--- src/rtl/vc_pkg.sv ---
package vc_pkg;
  typedef enum logic [2:0] {
    ST_IDLE,
    ST_LOOK,
    ST_VSRCH,
    ST_MREQ,
    ST_MWAIT
  } vc_state_e;
endpackage

--- src/rtl/vc_dm_array.sv ---
module vc_dm_array #(
  parameter int SETS  = 16,
  parameter int TAGW  = 10,
  parameter int LINEW = 128,
  localparam int IDXW = $clog2(SETS)
) (
  input  logic             clk_i,
  input  logic             rst_ni,
  input  logic [IDXW-1:0]  idx_i,
  output logic             rd_valid_o,
  output logic [TAGW-1:0]  rd_tag_o,
  output logic [LINEW-1:0] rd_line_o,
  input  logic             wr_en_i,
  input  logic [TAGW-1:0]  wr_tag_i,
  input  logic [LINEW-1:0] wr_line_i
);
  logic             valid_q [SETS];
  logic [TAGW-1:0]  tag_q   [SETS];
  logic [LINEW-1:0] line_q  [SETS];

  for (genvar g = 0; g < SETS; g++) begin : g_set
    always_ff @(posedge clk_i or negedge rst_ni) begin
      if (!rst_ni) valid_q[g] <= 1'b0;
      else if (wr_en_i && idx_i == IDXW'(g)) valid_q[g] <= 1'b1;
    end
    always_ff @(posedge clk_i) begin
      if (wr_en_i && idx_i == IDXW'(g)) begin
        tag_q[g]  <= wr_tag_i;
        line_q[g] <= wr_line_i;
      end
    end
  end

  assign rd_valid_o = valid_q[idx_i];
  assign rd_tag_o   = tag_q[idx_i];
  assign rd_line_o  = line_q[idx_i];
endmodule

--- src/rtl/vc_victim_buf.sv ---
module vc_victim_buf #(
  parameter int NV    = 4,
  parameter int BAW   = 14,
  parameter int LINEW = 128,
  localparam int SW   = $clog2(NV)
) (
  input  logic             clk_i,
  input  logic             rst_ni,
  input  logic [BAW-1:0]   lk_addr_i,
  output logic             hit_o,
  output logic [SW-1:0]    hit_slot_o,
  output logic [LINEW-1:0] hit_line_o,
  output logic [SW-1:0]    alloc_slot_o,
  input  logic             wr_en_i,
  input  logic [SW-1:0]    wr_slot_i,
  input  logic             wr_valid_i,
  input  logic [BAW-1:0]   wr_addr_i,
  input  logic [LINEW-1:0] wr_line_i
);
  logic             valid_q [NV];
  logic [BAW-1:0]   addr_q  [NV];
  logic [LINEW-1:0] line_q  [NV];
  logic [SW-1:0]    age_q   [NV];  // permutation of 0..NV-1, 0 = most recent
  logic [NV-1:0]    match;
  logic             touch;

  assign touch = wr_en_i && wr_valid_i;

  for (genvar g = 0; g < NV; g++) begin : g_ent
    assign match[g] = valid_q[g] && (addr_q[g] == lk_addr_i);

    always_ff @(posedge clk_i or negedge rst_ni) begin
      if (!rst_ni) begin
        valid_q[g] <= 1'b0;
        age_q[g]   <= SW'(g);
      end else begin
        if (wr_en_i && wr_slot_i == SW'(g)) valid_q[g] <= wr_valid_i;
        if (touch) begin
          if (wr_slot_i == SW'(g))                 age_q[g] <= '0;
          else if (age_q[g] < age_q[wr_slot_i])   age_q[g] <= age_q[g] + 1'b1;
        end
      end
    end

    always_ff @(posedge clk_i) begin
      if (touch && wr_slot_i == SW'(g)) begin
        addr_q[g] <= wr_addr_i;
        line_q[g] <= wr_line_i;
      end
    end
  end

  always_comb begin
    hit_slot_o = '0;
    for (int i = 0; i < NV; i++) if (match[i]) hit_slot_o = SW'(i);
  end
  assign hit_o      = |match;
  assign hit_line_o = line_q[hit_slot_o];

  // empty slot first (lowest index), else the oldest entry
  always_comb begin
    alloc_slot_o = '0;
    for (int i = 0; i < NV; i++) if (age_q[i] == SW'(NV - 1)) alloc_slot_o = SW'(i);
    for (int i = NV - 1; i >= 0; i--) if (!valid_q[i]) alloc_slot_o = SW'(i);
  end
endmodule

--- src/rtl/vc_ctrl.sv ---
module vc_ctrl
  import vc_pkg::*;
#(
  parameter int AW   = 16,
  parameter int WW   = 32,
  parameter int WPL  = 4,
  parameter int SETS = 16,
  parameter int NV   = 4,
  parameter int CW   = 16,
  localparam int OFFW  = $clog2(WPL),
  localparam int IDXW  = $clog2(SETS),
  localparam int TAGW  = AW - OFFW - IDXW,
  localparam int BAW   = AW - OFFW,
  localparam int LINEW = WW * WPL,
  localparam int SW    = $clog2(NV)
) (
  input  logic             clk_i,
  input  logic             rst_ni,
  input  logic             req_valid_i,
  output logic             req_ready_o,
  input  logic [AW-1:0]    req_addr_i,
  output logic             rsp_valid_o,
  output logic [WW-1:0]    rsp_data_o,
  output logic             mem_req_valid_o,
  input  logic             mem_req_ready_i,
  output logic [BAW-1:0]   mem_req_addr_o,
  input  logic             mem_rsp_valid_i,
  input  logic [LINEW-1:0] mem_rsp_data_i,
  output logic [CW-1:0]    hit_cnt_o,
  output logic [CW-1:0]    vhit_cnt_o,
  output logic [CW-1:0]    miss_cnt_o,
  output logic [IDXW-1:0]  dm_idx_o,
  input  logic             dm_rd_valid_i,
  input  logic [TAGW-1:0]  dm_rd_tag_i,
  input  logic [LINEW-1:0] dm_rd_line_i,
  output logic             dm_wr_en_o,
  output logic [TAGW-1:0]  dm_wr_tag_o,
  output logic [LINEW-1:0] dm_wr_line_o,
  output logic [BAW-1:0]   vb_lk_addr_o,
  input  logic             vb_hit_i,
  input  logic [SW-1:0]    vb_hit_slot_i,
  input  logic [LINEW-1:0] vb_hit_line_i,
  input  logic [SW-1:0]    vb_alloc_i,
  output logic             vb_wr_en_o,
  output logic [SW-1:0]    vb_wr_slot_o,
  output logic             vb_wr_valid_o,
  output logic [BAW-1:0]   vb_wr_addr_o,
  output logic [LINEW-1:0] vb_wr_line_o
);
  vc_state_e        state_q, state_d;
  logic [AW-1:0]    addr_q;
  logic [OFFW-1:0]  off;
  logic [TAGW-1:0]  tag;
  logic             main_hit;
  logic [LINEW-1:0] src_line;
  logic             rsp_set;
  logic             inc_hit, inc_vhit, inc_miss;

  assign off      = addr_q[OFFW-1:0];
  assign dm_idx_o = addr_q[OFFW+IDXW-1:OFFW];
  assign tag      = addr_q[AW-1:OFFW+IDXW];
  assign main_hit = dm_rd_valid_i && (dm_rd_tag_i == tag);

  assign req_ready_o     = (state_q == ST_IDLE);
  assign mem_req_valid_o = (state_q == ST_MREQ);
  assign mem_req_addr_o  = addr_q[AW-1:OFFW];
  assign vb_lk_addr_o    = addr_q[AW-1:OFFW];
  assign dm_wr_tag_o     = tag;
  assign vb_wr_addr_o    = {dm_rd_tag_i, dm_idx_o};
  assign vb_wr_line_o    = dm_rd_line_i;

  always_comb begin
    state_d       = state_q;
    dm_wr_en_o    = 1'b0;
    dm_wr_line_o  = mem_rsp_data_i;
    vb_wr_en_o    = 1'b0;
    vb_wr_slot_o  = vb_alloc_i;
    vb_wr_valid_o = 1'b0;
    src_line      = dm_rd_line_i;
    rsp_set       = 1'b0;
    inc_hit       = 1'b0;
    inc_vhit      = 1'b0;
    inc_miss      = 1'b0;
    unique case (state_q)
      ST_IDLE: if (req_valid_i) state_d = ST_LOOK;
      ST_LOOK: begin
        if (main_hit) begin
          rsp_set = 1'b1;
          inc_hit = 1'b1;
          state_d = ST_IDLE;
        end else begin
          state_d = ST_VSRCH;
        end
      end
      ST_VSRCH: begin
        if (vb_hit_i) begin
          // swap: side line into the array, array line into the freed slot
          dm_wr_en_o    = 1'b1;
          dm_wr_line_o  = vb_hit_line_i;
          vb_wr_en_o    = 1'b1;
          vb_wr_slot_o  = vb_hit_slot_i;
          vb_wr_valid_o = dm_rd_valid_i;
          src_line      = vb_hit_line_i;
          rsp_set       = 1'b1;
          inc_vhit      = 1'b1;
          state_d       = ST_IDLE;
        end else begin
          inc_miss = 1'b1;
          state_d  = ST_MREQ;
        end
      end
      ST_MREQ: if (mem_req_ready_i) state_d = ST_MWAIT;
      ST_MWAIT: begin
        if (mem_rsp_valid_i) begin
          dm_wr_en_o    = 1'b1;
          vb_wr_en_o    = dm_rd_valid_i;
          vb_wr_valid_o = dm_rd_valid_i;
          src_line      = mem_rsp_data_i;
          rsp_set       = 1'b1;
          state_d       = ST_IDLE;
        end
      end
      default: state_d = ST_IDLE;
    endcase
  end

  always_ff @(posedge clk_i or negedge rst_ni) begin
    if (!rst_ni) begin
      state_q     <= ST_IDLE;
      addr_q      <= '0;
      rsp_valid_o <= 1'b0;
      rsp_data_o  <= '0;
      hit_cnt_o   <= '0;
      vhit_cnt_o  <= '0;
      miss_cnt_o  <= '0;
    end else begin
      state_q     <= state_d;
      rsp_valid_o <= rsp_set;
      if (state_q == ST_IDLE && req_valid_i) addr_q <= req_addr_i;
      if (rsp_set) rsp_data_o <= src_line[32'(off)*WW +: WW];
      if (inc_hit)  hit_cnt_o  <= hit_cnt_o + 1'b1;
      if (inc_vhit) vhit_cnt_o <= vhit_cnt_o + 1'b1;
      if (inc_miss) miss_cnt_o <= miss_cnt_o + 1'b1;
    end
  end
endmodule

--- src/rtl/vcache_top.sv ---
module vcache_top #(
  parameter int AW   = 16,
  parameter int WW   = 32,
  parameter int WPL  = 4,
  parameter int SETS = 16,
  parameter int NV   = 4,
  parameter int CW   = 16,
  localparam int OFFW  = $clog2(WPL),
  localparam int IDXW  = $clog2(SETS),
  localparam int TAGW  = AW - OFFW - IDXW,
  localparam int BAW   = AW - OFFW,
  localparam int LINEW = WW * WPL,
  localparam int SW    = $clog2(NV)
) (
  input  logic             clk_i,
  input  logic             rst_ni,
  input  logic             req_valid_i,
  output logic             req_ready_o,
  input  logic [AW-1:0]    req_addr_i,
  output logic             rsp_valid_o,
  output logic [WW-1:0]    rsp_data_o,
  output logic             mem_req_valid_o,
  input  logic             mem_req_ready_i,
  output logic [BAW-1:0]   mem_req_addr_o,
  input  logic             mem_rsp_valid_i,
  input  logic [LINEW-1:0] mem_rsp_data_i,
  output logic [CW-1:0]    hit_cnt_o,
  output logic [CW-1:0]    vhit_cnt_o,
  output logic [CW-1:0]    miss_cnt_o
);
  logic [IDXW-1:0]  dm_idx;
  logic             dm_rd_valid;
  logic [TAGW-1:0]  dm_rd_tag;
  logic [LINEW-1:0] dm_rd_line;
  logic             dm_wr_en;
  logic [TAGW-1:0]  dm_wr_tag;
  logic [LINEW-1:0] dm_wr_line;
  logic [BAW-1:0]   vb_lk_addr;
  logic             vb_hit;
  logic [SW-1:0]    vb_hit_slot;
  logic [LINEW-1:0] vb_hit_line;
  logic [SW-1:0]    vb_alloc;
  logic             vb_wr_en;
  logic [SW-1:0]    vb_wr_slot;
  logic             vb_wr_valid;
  logic [BAW-1:0]   vb_wr_addr;
  logic [LINEW-1:0] vb_wr_line;

  vc_dm_array #(.SETS(SETS), .TAGW(TAGW), .LINEW(LINEW)) u_dm (
    .clk_i, .rst_ni,
    .idx_i(dm_idx), .rd_valid_o(dm_rd_valid), .rd_tag_o(dm_rd_tag), .rd_line_o(dm_rd_line),
    .wr_en_i(dm_wr_en), .wr_tag_i(dm_wr_tag), .wr_line_i(dm_wr_line)
  );

  vc_victim_buf #(.NV(NV), .BAW(BAW), .LINEW(LINEW)) u_vb (
    .clk_i, .rst_ni,
    .lk_addr_i(vb_lk_addr), .hit_o(vb_hit), .hit_slot_o(vb_hit_slot), .hit_line_o(vb_hit_line),
    .alloc_slot_o(vb_alloc),
    .wr_en_i(vb_wr_en), .wr_slot_i(vb_wr_slot), .wr_valid_i(vb_wr_valid),
    .wr_addr_i(vb_wr_addr), .wr_line_i(vb_wr_line)
  );

  vc_ctrl #(.AW(AW), .WW(WW), .WPL(WPL), .SETS(SETS), .NV(NV), .CW(CW)) u_ctrl (
    .clk_i, .rst_ni,
    .req_valid_i, .req_ready_o, .req_addr_i, .rsp_valid_o, .rsp_data_o,
    .mem_req_valid_o, .mem_req_ready_i, .mem_req_addr_o, .mem_rsp_valid_i, .mem_rsp_data_i,
    .hit_cnt_o, .vhit_cnt_o, .miss_cnt_o,
    .dm_idx_o(dm_idx), .dm_rd_valid_i(dm_rd_valid), .dm_rd_tag_i(dm_rd_tag), .dm_rd_line_i(dm_rd_line),
    .dm_wr_en_o(dm_wr_en), .dm_wr_tag_o(dm_wr_tag), .dm_wr_line_o(dm_wr_line),
    .vb_lk_addr_o(vb_lk_addr), .vb_hit_i(vb_hit), .vb_hit_slot_i(vb_hit_slot),
    .vb_hit_line_i(vb_hit_line), .vb_alloc_i(vb_alloc),
    .vb_wr_en_o(vb_wr_en), .vb_wr_slot_o(vb_wr_slot), .vb_wr_valid_o(vb_wr_valid),
    .vb_wr_addr_o(vb_wr_addr), .vb_wr_line_o(vb_wr_line)
  );
endmodule

--- config.mk ---
export PLATFORM = sky130hd
export DESIGN_NAME = vcache_top
export DESIGN_NICKNAME = d
export VERILOG_FILES = /design/src/rtl/vc_pkg.sv /design/src/rtl/vc_dm_array.sv /design/src/rtl/vc_victim_buf.sv /design/src/rtl/vc_ctrl.sv /design/src/rtl/vcache_top.sv
export SDC_FILE = /design/constraint.sdc
export NUM_CORES = 2
export LEC_CHECK = 0
export BUFFER_PORTS_ARGS = -buffer_cell sky130_fd_sc_hd__buf_2
export CAP_MARGIN = 20
export CORE_AREA = 2 2 574 576
export DETAILED_ROUTE_END_ITERATION = 8
export DIE_AREA = 0 0 576 578
export GPL_ROUTABILITY_DRIVEN = 0
export SLEW_MARGIN = 20
export SYNTH_ARGS = -nofsm -noshare
export SYNTH_HDL_FRONTEND = slang
export SYNTH_SLANG_ARGS = --single-unit
--- constraint.sdc ---
create_clock -name clk_i -period 13.87 [get_ports clk_i]
set_input_delay 0.6935 -clock clk_i [delete_from_list [all_inputs] [get_ports clk_i]]
set_output_delay 0.6935 -clock clk_i [all_outputs]
set_load 0.05 [all_outputs]
# == After elaboration in Yosys (flattened, before gate mapping) ==
# Memory sizes are Yosys's and may differ from the RTL's.
# Cells that the tools add are included.
# classes
add_sub_neg,7
n_mul,0
n_div,0
magnitude_cmp,6
n_eq_ne,33
shifts,1
n_mux,198
n_bitwise,2
n_reduce_logical,80
# op_table
cell,n
$mux 128,22
$reduce_or 128->1,18
$pmux 128 s2,1
$mux 10,15
$reduce_or 10->1,15
$shiftx 128x8->32,1
$mux 4,30
$mux 1,89
$eq 14x14->1,4
$mux 2,28
$add 16x1->16 const B,3
$mux 14,3
$reduce_or 14->1,3
$eq 4x4->1 const B,8
$logic_and 1x1->1,31
$eq 4x3->1 const B,4
$pmux 3 s5,1
$eq 10x10->1,1
$eq 2x2->1 const B,5
$mux 3,3
$add 2x1->2 const B,4
$eq 4x2->1 const B,2
$lt 2x2->1,4
$reduce_and 2->1,4
other kinds (21),28
# word_totals
ff_bits,128
latch_bits,0
ram_bits,2776
romBits,0
input_bits,149
out_inout_bits,97
wordCells,362
mem_count,4
# memory_table
memory,words,width,read_ports,rd_ports_with_merged_regs,write_ports,line,rtl
u_dm.line_q,16,128,1,0,1,vc_dm_array.sv:19,logic [LINEW-1:0] line_q [SETS];
u_vb.line_q,4,128,1,0,1,vc_victim_buf.sv:22,logic [LINEW-1:0] line_q [NV];
u_dm.tag_q,16,10,1,0,1,vc_dm_array.sv:18,logic [TAGW-1:0] tag_q [SETS];
u_vb.addr_q,4,14,4,0,1,vc_victim_buf.sv:21,logic [BAW-1:0] addr_q [NV];

# == Longest topological paths before layout ==
# An unclocked memory read counts as a cell.
# depth
ltp_word,25
depth_mapped,16
mapped_depth_nobuf,11

# == By module ==
# Synthesis repeated with hierarchy kept, for this count alone.
# hier_totals
hier_cells,6153
hier_area_um2,115052.8
# modules_own_cells
mod,instances,cells_each,area_per_inst_um2,seq_area_each_um2
vc_dm_array,1,3426,82994.6,66704.0
vc_victim_buf,1,1334,22414.0,17361.7
vc_ctrl,1,1393,9644.2,2502.4

# == Least setup slack after synthesis ==
# Ideal clock, no wire load.
# synth_path
kind,reg-to-reg
start,reg u_ctrl.addr_q[13]
end,"mem u_vb.addr_q[0][0], enable pin"
setup_time_ps,823
arrival_time_ps,12511
required_time_ps,13047
slack_ps,536
stages_incl_launch_ff,12
n_path_buf,3
period_less_slack_ps,13334
cell_sequence,dfrtp_1 -> clkbuf_1 -> xnor2_1 -> nand4_1 -> or4_1 -> clkbuf_1 -> and2_1 -> a31oi_2 -> or2_1 -> clkbuf_1 -> nand2_1 -> nor3_1
# synth_between
elab_chain_len,15
elab_cells_between_ends,44
classes_between,7 x eq/ne; 23 x mux; 14 x reduce/logical
# synth_rtl
item,line,rtl
start: declaration,vc_ctrl.sv:51,logic [AW-1:0] addr_q;
start signal: assignment,vc_ctrl.sv:139,if (state_q == ST_IDLE && req_valid_i) addr_q <= req_addr_i;
$eq 14x14->1,vc_victim_buf.sv:30,assign match[g] = valid_q[g] && (addr_q[g] == lk_addr_i);
$logic_and 1x1->1,vc_victim_buf.sv:30,
$mux 1,vc_victim_buf.sv:55,for (int i = 0; i < NV; i++) if (match[i]) hit_slot_o = SW'(i);
$mux 2 (2 in a row),vc_victim_buf.sv:55,
$mux 2,vc_ctrl.sv:96,if (vb_hit_i) begin
$mux 2,vc_ctrl.sv:84,unique case (state_q)
$eq 2x1->1,vc_victim_buf.sv:46,if (touch && wr_slot_i == SW'(g)) begin
$logic_and 1x1->1,vc_victim_buf.sv:46,
$mux 1,vc_victim_buf.sv:46,
$mux 1 (not written as such),vc_victim_buf.sv:47,addr_q[g] <= wr_addr_i;
$reduce_or 14->1 (no source line),-,
$mux 2 (no source line) or $mux 1 (tied branches) (3 in a row),-,
end: declaration,vc_victim_buf.sv:21,
# Parallel ways exist; a longest one is shown, timed or not.

# == Final worst setup path ==
# layout_path
start,reg u_ctrl.addr_q[5]
end,"mem u_dm.line_q[5][114], enable pin"
# layout_between
elab_chain_len,24
elab_cells_between_ends,120
classes_between,19 x eq/ne; 64 x mux; 37 x reduce/logical
# layout_rtl
item,line,rtl
$eq 14x14->1,vc_victim_buf.sv:30,
$logic_and 1x1->1,vc_victim_buf.sv:30,
$reduce_or 4->1,vc_victim_buf.sv:57,assign hit_o = |match;
$mux 1,vc_ctrl.sv:96,
$pmux 1 s2,vc_ctrl.sv:84,
$logic_and 1x1->1,vc_dm_array.sv:27,if (wr_en_i && idx_i == IDXW'(g)) begin
$mux 1,vc_dm_array.sv:27,
$mux 1 (not written as such),vc_dm_array.sv:29,line_q[g] <= wr_line_i;
$reduce_or 128->1 (no source line),-,
$mux 4 (no source line) or $mux 1 (tied branches) (15 in a row),-,
end: declaration,vc_dm_array.sv:19,
# Parallel ways exist; a longest one is shown, timed or not.

==> run summary <==
The final critical delay including setup and external delays is between 7000 and 8000 ps. In this run the power density over the cells is 195.8 nW/µm². The initial standard-cell utilization of the core came out at a little over a third. The netlist area before placement came out at 113,800 µm². The distinct cell type count after synthesis is between 50 and 60. The flip-flop and latch area is 86,590 µm². The hold path startpoint is req_addr_i[12]. The worst slack after detailed placement came out at just under 6000 ps. The clock tree synthesis step divided the H-tree into 5 levels. The final layout contains routed wiring with a total length of between 300,000 and 400,000 µm. The via count of the first global-routing pass is between 50,000 and 60,000. The design draws around 26 mW. The highest ir drop seen on vdd is about 0.00018 V. The global route total overflow came out at 0. Once the clock tree was built, the setup fixing pass inserted 0 buffers. The die is between 500 and 600 µm tall. The post-synthesis cell count came out at approximately 5,600.

The number of failing hold endpoints at the final stage is 0. The number of clock buffers added by TritonCTS is about 300. The worst setup margin came out at between 6000 and 7000 ps.

Counting stages on the worst path, the most repeated cell is buf_4. The clock sink count is around 2,900. The flop-to-flop setup slack came out at about 6000 ps. The tree is rooted in a clkbuf_16. The leakage power of the design is 41.79 nW. Among all stages on the critical path, the largest delay is contributed by nor2_4. The min-delay analysis places its worst path in the category in2reg. The final standard cell utilization of the core came out at about two fifths.

The row count is 210. The detail route stage leaves a number of antenna-violating nets equal to 0. In this run the critical register-to-register path is launched from u_ctrl.addr_q[5].

The fill cell instance count of the final layout came out at approximately 29,000. Setup repair after global routing left no endpoint under its margin. The CTS tree is yes. The number of pins with negative max-slew slack in the final report came out at 0. The initial DRC count is about 6,400. The critical path goes through buf_4, buf_12, buf_4, xor2_1, nor4_1, nand4_1, and2_4, a31oi_2, or2_4, nand2_1, nor2_4, buf_4, buf_12. The proportion of synthesized flip-flops having asynchronous set or reset came out at 4.408%. On the worst path, the slowest cell contributes a delay of 770 ps. The cell depth of the worst flop-to-flop path is 13. STA classifies the critical path startpoint as a register. The number of nets in the layout came out at about 6,000. The class of the most critical setup path is reg2reg. STA puts the critical path data required time at between 10,000 and 15,000 ps. The pin count of the biggest net entering global routing is between 150 and 200.

The fraction of final layout cells with drive strength greater than 1 is around 27%. The area of the core is approximately 330,000 µm². For this run, the register share of the synthesized area comes to approximately three quarters. The area enclosed by the die boundary came out at 332,900 µm².

The sum of negative setup slack is 0 ps. The worst-skew pair later-pin latency is between 800 and 900 ps. Clock-pin slew was measured on the worst setup and hold paths at 60 ps. The wire length of the first global-routing pass is 444,300 µm.

For this run, the top clock speed supported by timing is roughly 130 MHz. Port buffering added 245 buffers. The tool flagged a number of max-cap violations equal to 0. The predominant post-synthesis flop cell is edfxtp_1. The worst slew slack as a fraction of its limit came out at approximately a fifth. The number of nets produced by synthesis is 5,747. The number of flops mapped to enable cells by yosys is about 2,800. The I/O pin total is 246. The initial antenna violation count is 19.

The worst hold path terminates at u_ctrl.addr_q[12]. The global routing usage summed across all routing layers came out at approximately a fifth. The run finished with clean final reports. The cell depth of the worst hold path is 2. For this run, design rule violations remaining after detail routing come to 0.

Setup violations remaining at the end of the flow were counted as 0. The data arrival time of the worst path came out at approximately 8300 ps. The average via count per standard cell came out at roughly 5.5. The routed length per instance came out at ~30 µm. The multi-input combinational cells in the finished layout cover a total of around 26,000 µm². No sink is reached through more buffers than the 4 on the longest clock path. Once detailed placement completed, the half-perimeter wirelength came to approximately 180,000 µm. STA classifies the critical path endpoint as a register. Along the worst path, the maximum fanout reaches slightly below 90. The actual slew at the worst max-slew pin came out at between 1000 and 1500 ps.

The synthesized design contains between 2,000 and 3,000 register bits. The final critical path takes up 56.44% of the cycle. The average cell area after synthesis is 20.35 µm². The endpoint identified for the worst register-to-register timing path is u_dm.line_q[5][114]. The overall via count from detail_route is 58,156. The pre-antenna-repair detailed-routing pass consisted of 8 iterations. The width of the die is between 500 and 600 µm.

The smallest hold slack is just under 70 ps. Relative to the synthesized area, the layout overhead comes to 15.03%. The worst-case clock skew came out at approximately 44 ps. For this run, the number of Yosys warnings is 0.
worst max-delay path: cells and delay by family, from the launching register on:
kind                      cells  cell delay (ps)
buffers and inverters         5             2640
DFF                           1              750
and+or+nand+nor               6             2880
AOI/OAI and AO/OA             1              650
xor gates and xnor gates      1              190
logic make-up after synthesis:
family / after synthesis / share of synthesized area (%)
compound gates: 743 / 4.065
xor+xnor: 112 / 0.8619
fa+ha+maj: 6 / 0.06596
buf+inv: 374 / 1.317
flops: 2904 / 76.06
mux: 878 / 15.37
simple gates: 575 / 2.261
synth_stat cells, types with 3 or more instances:
master        n  area (µm²)
clkbuf_1    241       904.6
nor3_1       14       70.07
or2_2        18       112.6
nand3b_1      4       30.03
inv_1        10       37.54
dfrtp_1     124        3103
a211oi_1     35       262.8
a21o_1       35       262.8
nor2_1       86       322.8
mux2_2       17       191.4
xnor2_1      83       727.0
nand3_1      71       355.3
dfstp_2       4       105.1
ha_1          6       75.07
a221oi_1     32       280.3
buf_2        13       65.06
and2_1       10       62.56
o32ai_1      32       280.3
o21ai_1      35       175.2
nor2b_1       5       31.28
nand2_1     296        1111
a31oi_1      33       206.5
xor2_1       29       254.0
mux4_2      694       15630
buf_4        17       127.6
a21oi_1     201        1006
a2bb2oi_1    55       481.7
o32a_1       10       100.1
nand2b_1      7       43.79
o221ai_1     32       280.3
and3_1       19       118.9
nand4_1      24       150.1
o21ai_0     203        1016
or4_1         3       22.52
nor4_1        7       43.79
buf_1        91       341.6
mux2i_1     166        1662
edfxtp_1   2776       83360
o22ai_1      32       200.2
metrics by stage:
step           cells  cell area, µm²
6_report       10578          130900
5_1_grt        10573          130900
2_1_floorplan   5592          113800
4_1_cts        10564          130900
3_3_place_gp   10018          121000
3_5_place_dp   10022          121100
where the power goes:
part           internal (mW)  total (mW)  switching (mW)
clock network           4.68        8.03            3.35
logic                   2.73        6.85            4.12
registers               10.3        10.7           0.401
routing by layer:
metal / vias to the layer above / global-route usage (%) / part of all wire, %
met1: 31296 / 23.72 / 39
met4: 0 / 10.59 / 6.1
li1: 23980 / - / -
met3: 522 / 2.414 / 6.0
met5: - / 0 / 0
met2: 2358 / 30.95 / 49
flip-flops by register name, summed over array words and instances, names as in the netlist:
signal	count
u_ctrl.rsp_data_o	32
u_ctrl.rsp_valid_o	1
u_ctrl.addr_q	16
u_ctrl.state_q	3
u_vb.age_q	8
u_dm.valid_q	16
u_dm.tag_q	160
u_ctrl.hit_cnt_o	16
u_ctrl.miss_cnt_o	16
u_vb.line_q	512
u_vb.valid_q	4
u_ctrl.vhit_cnt_o	16
u_vb.addr_q	56
u_dm.line_q	2048
cell type report:
| class | count | area share, % |
|---|---|---|
| antenna | 13 | 0.02485 |
| clock buffer | 371 | 6.153 |
| clock inverter | 168 | 1.285 |
| inverter | 10 | 0.03440 |
| multi-input combinational | 2314 | 19.84 |
| sequential | 2904 | 66.14 |
| tap | 4346 | 4.153 |
| timing repair buffer | 452 | 2.371 |
what timing repair did:
item / CTS / global route
hold endpoints to repair: 85 / 0
resized for setup: 0 / 0
hold buffers: 3 / 0
layout by cell type (no fill, tap or decap), types with 33 or more instances in the layout:
cell type	instances
mux4_2	694
buf_4	178
nand3_1	71
a21o_1	35
buf_2	244
clkbuf_16	309
nor2_1	71
a2bb2oi_1	53
dfrtp_1	118
a31oi_1	33
a211oi_1	35
clkinv_2	53
mux2i_1	166
o21ai_1	43
clkbuf_1	53
nand2_1	296
a21oi_1	201
edfxtp_1	2776
clkinv_1	52
o21ai_0	189
xnor2_1	83
worst max path at each step:
stage                     endpoint  depth (start not counted)  slack [ps]         startpoint
6_report       u_dm.line_q[5][114]                         13        6040   u_ctrl.addr_q[5]
5_1_grt        u_dm.line_q[5][114]                         13        5780   u_ctrl.addr_q[5]
4_1_cts        u_dm.line_q[4][111]                         13        5760   u_ctrl.addr_q[5]
3_5_place_dp   u_dm.line_q[4][118]                         13        5780   u_ctrl.addr_q[5]
3_3_place_gp   u_dm.line_q[4][118]                         12        5240   u_ctrl.addr_q[5]
2_1_floorplan    u_vb.addr_q[0][0]                         11         540  u_ctrl.addr_q[13]
No activity file was read; power rests on OpenSTA's default activity.
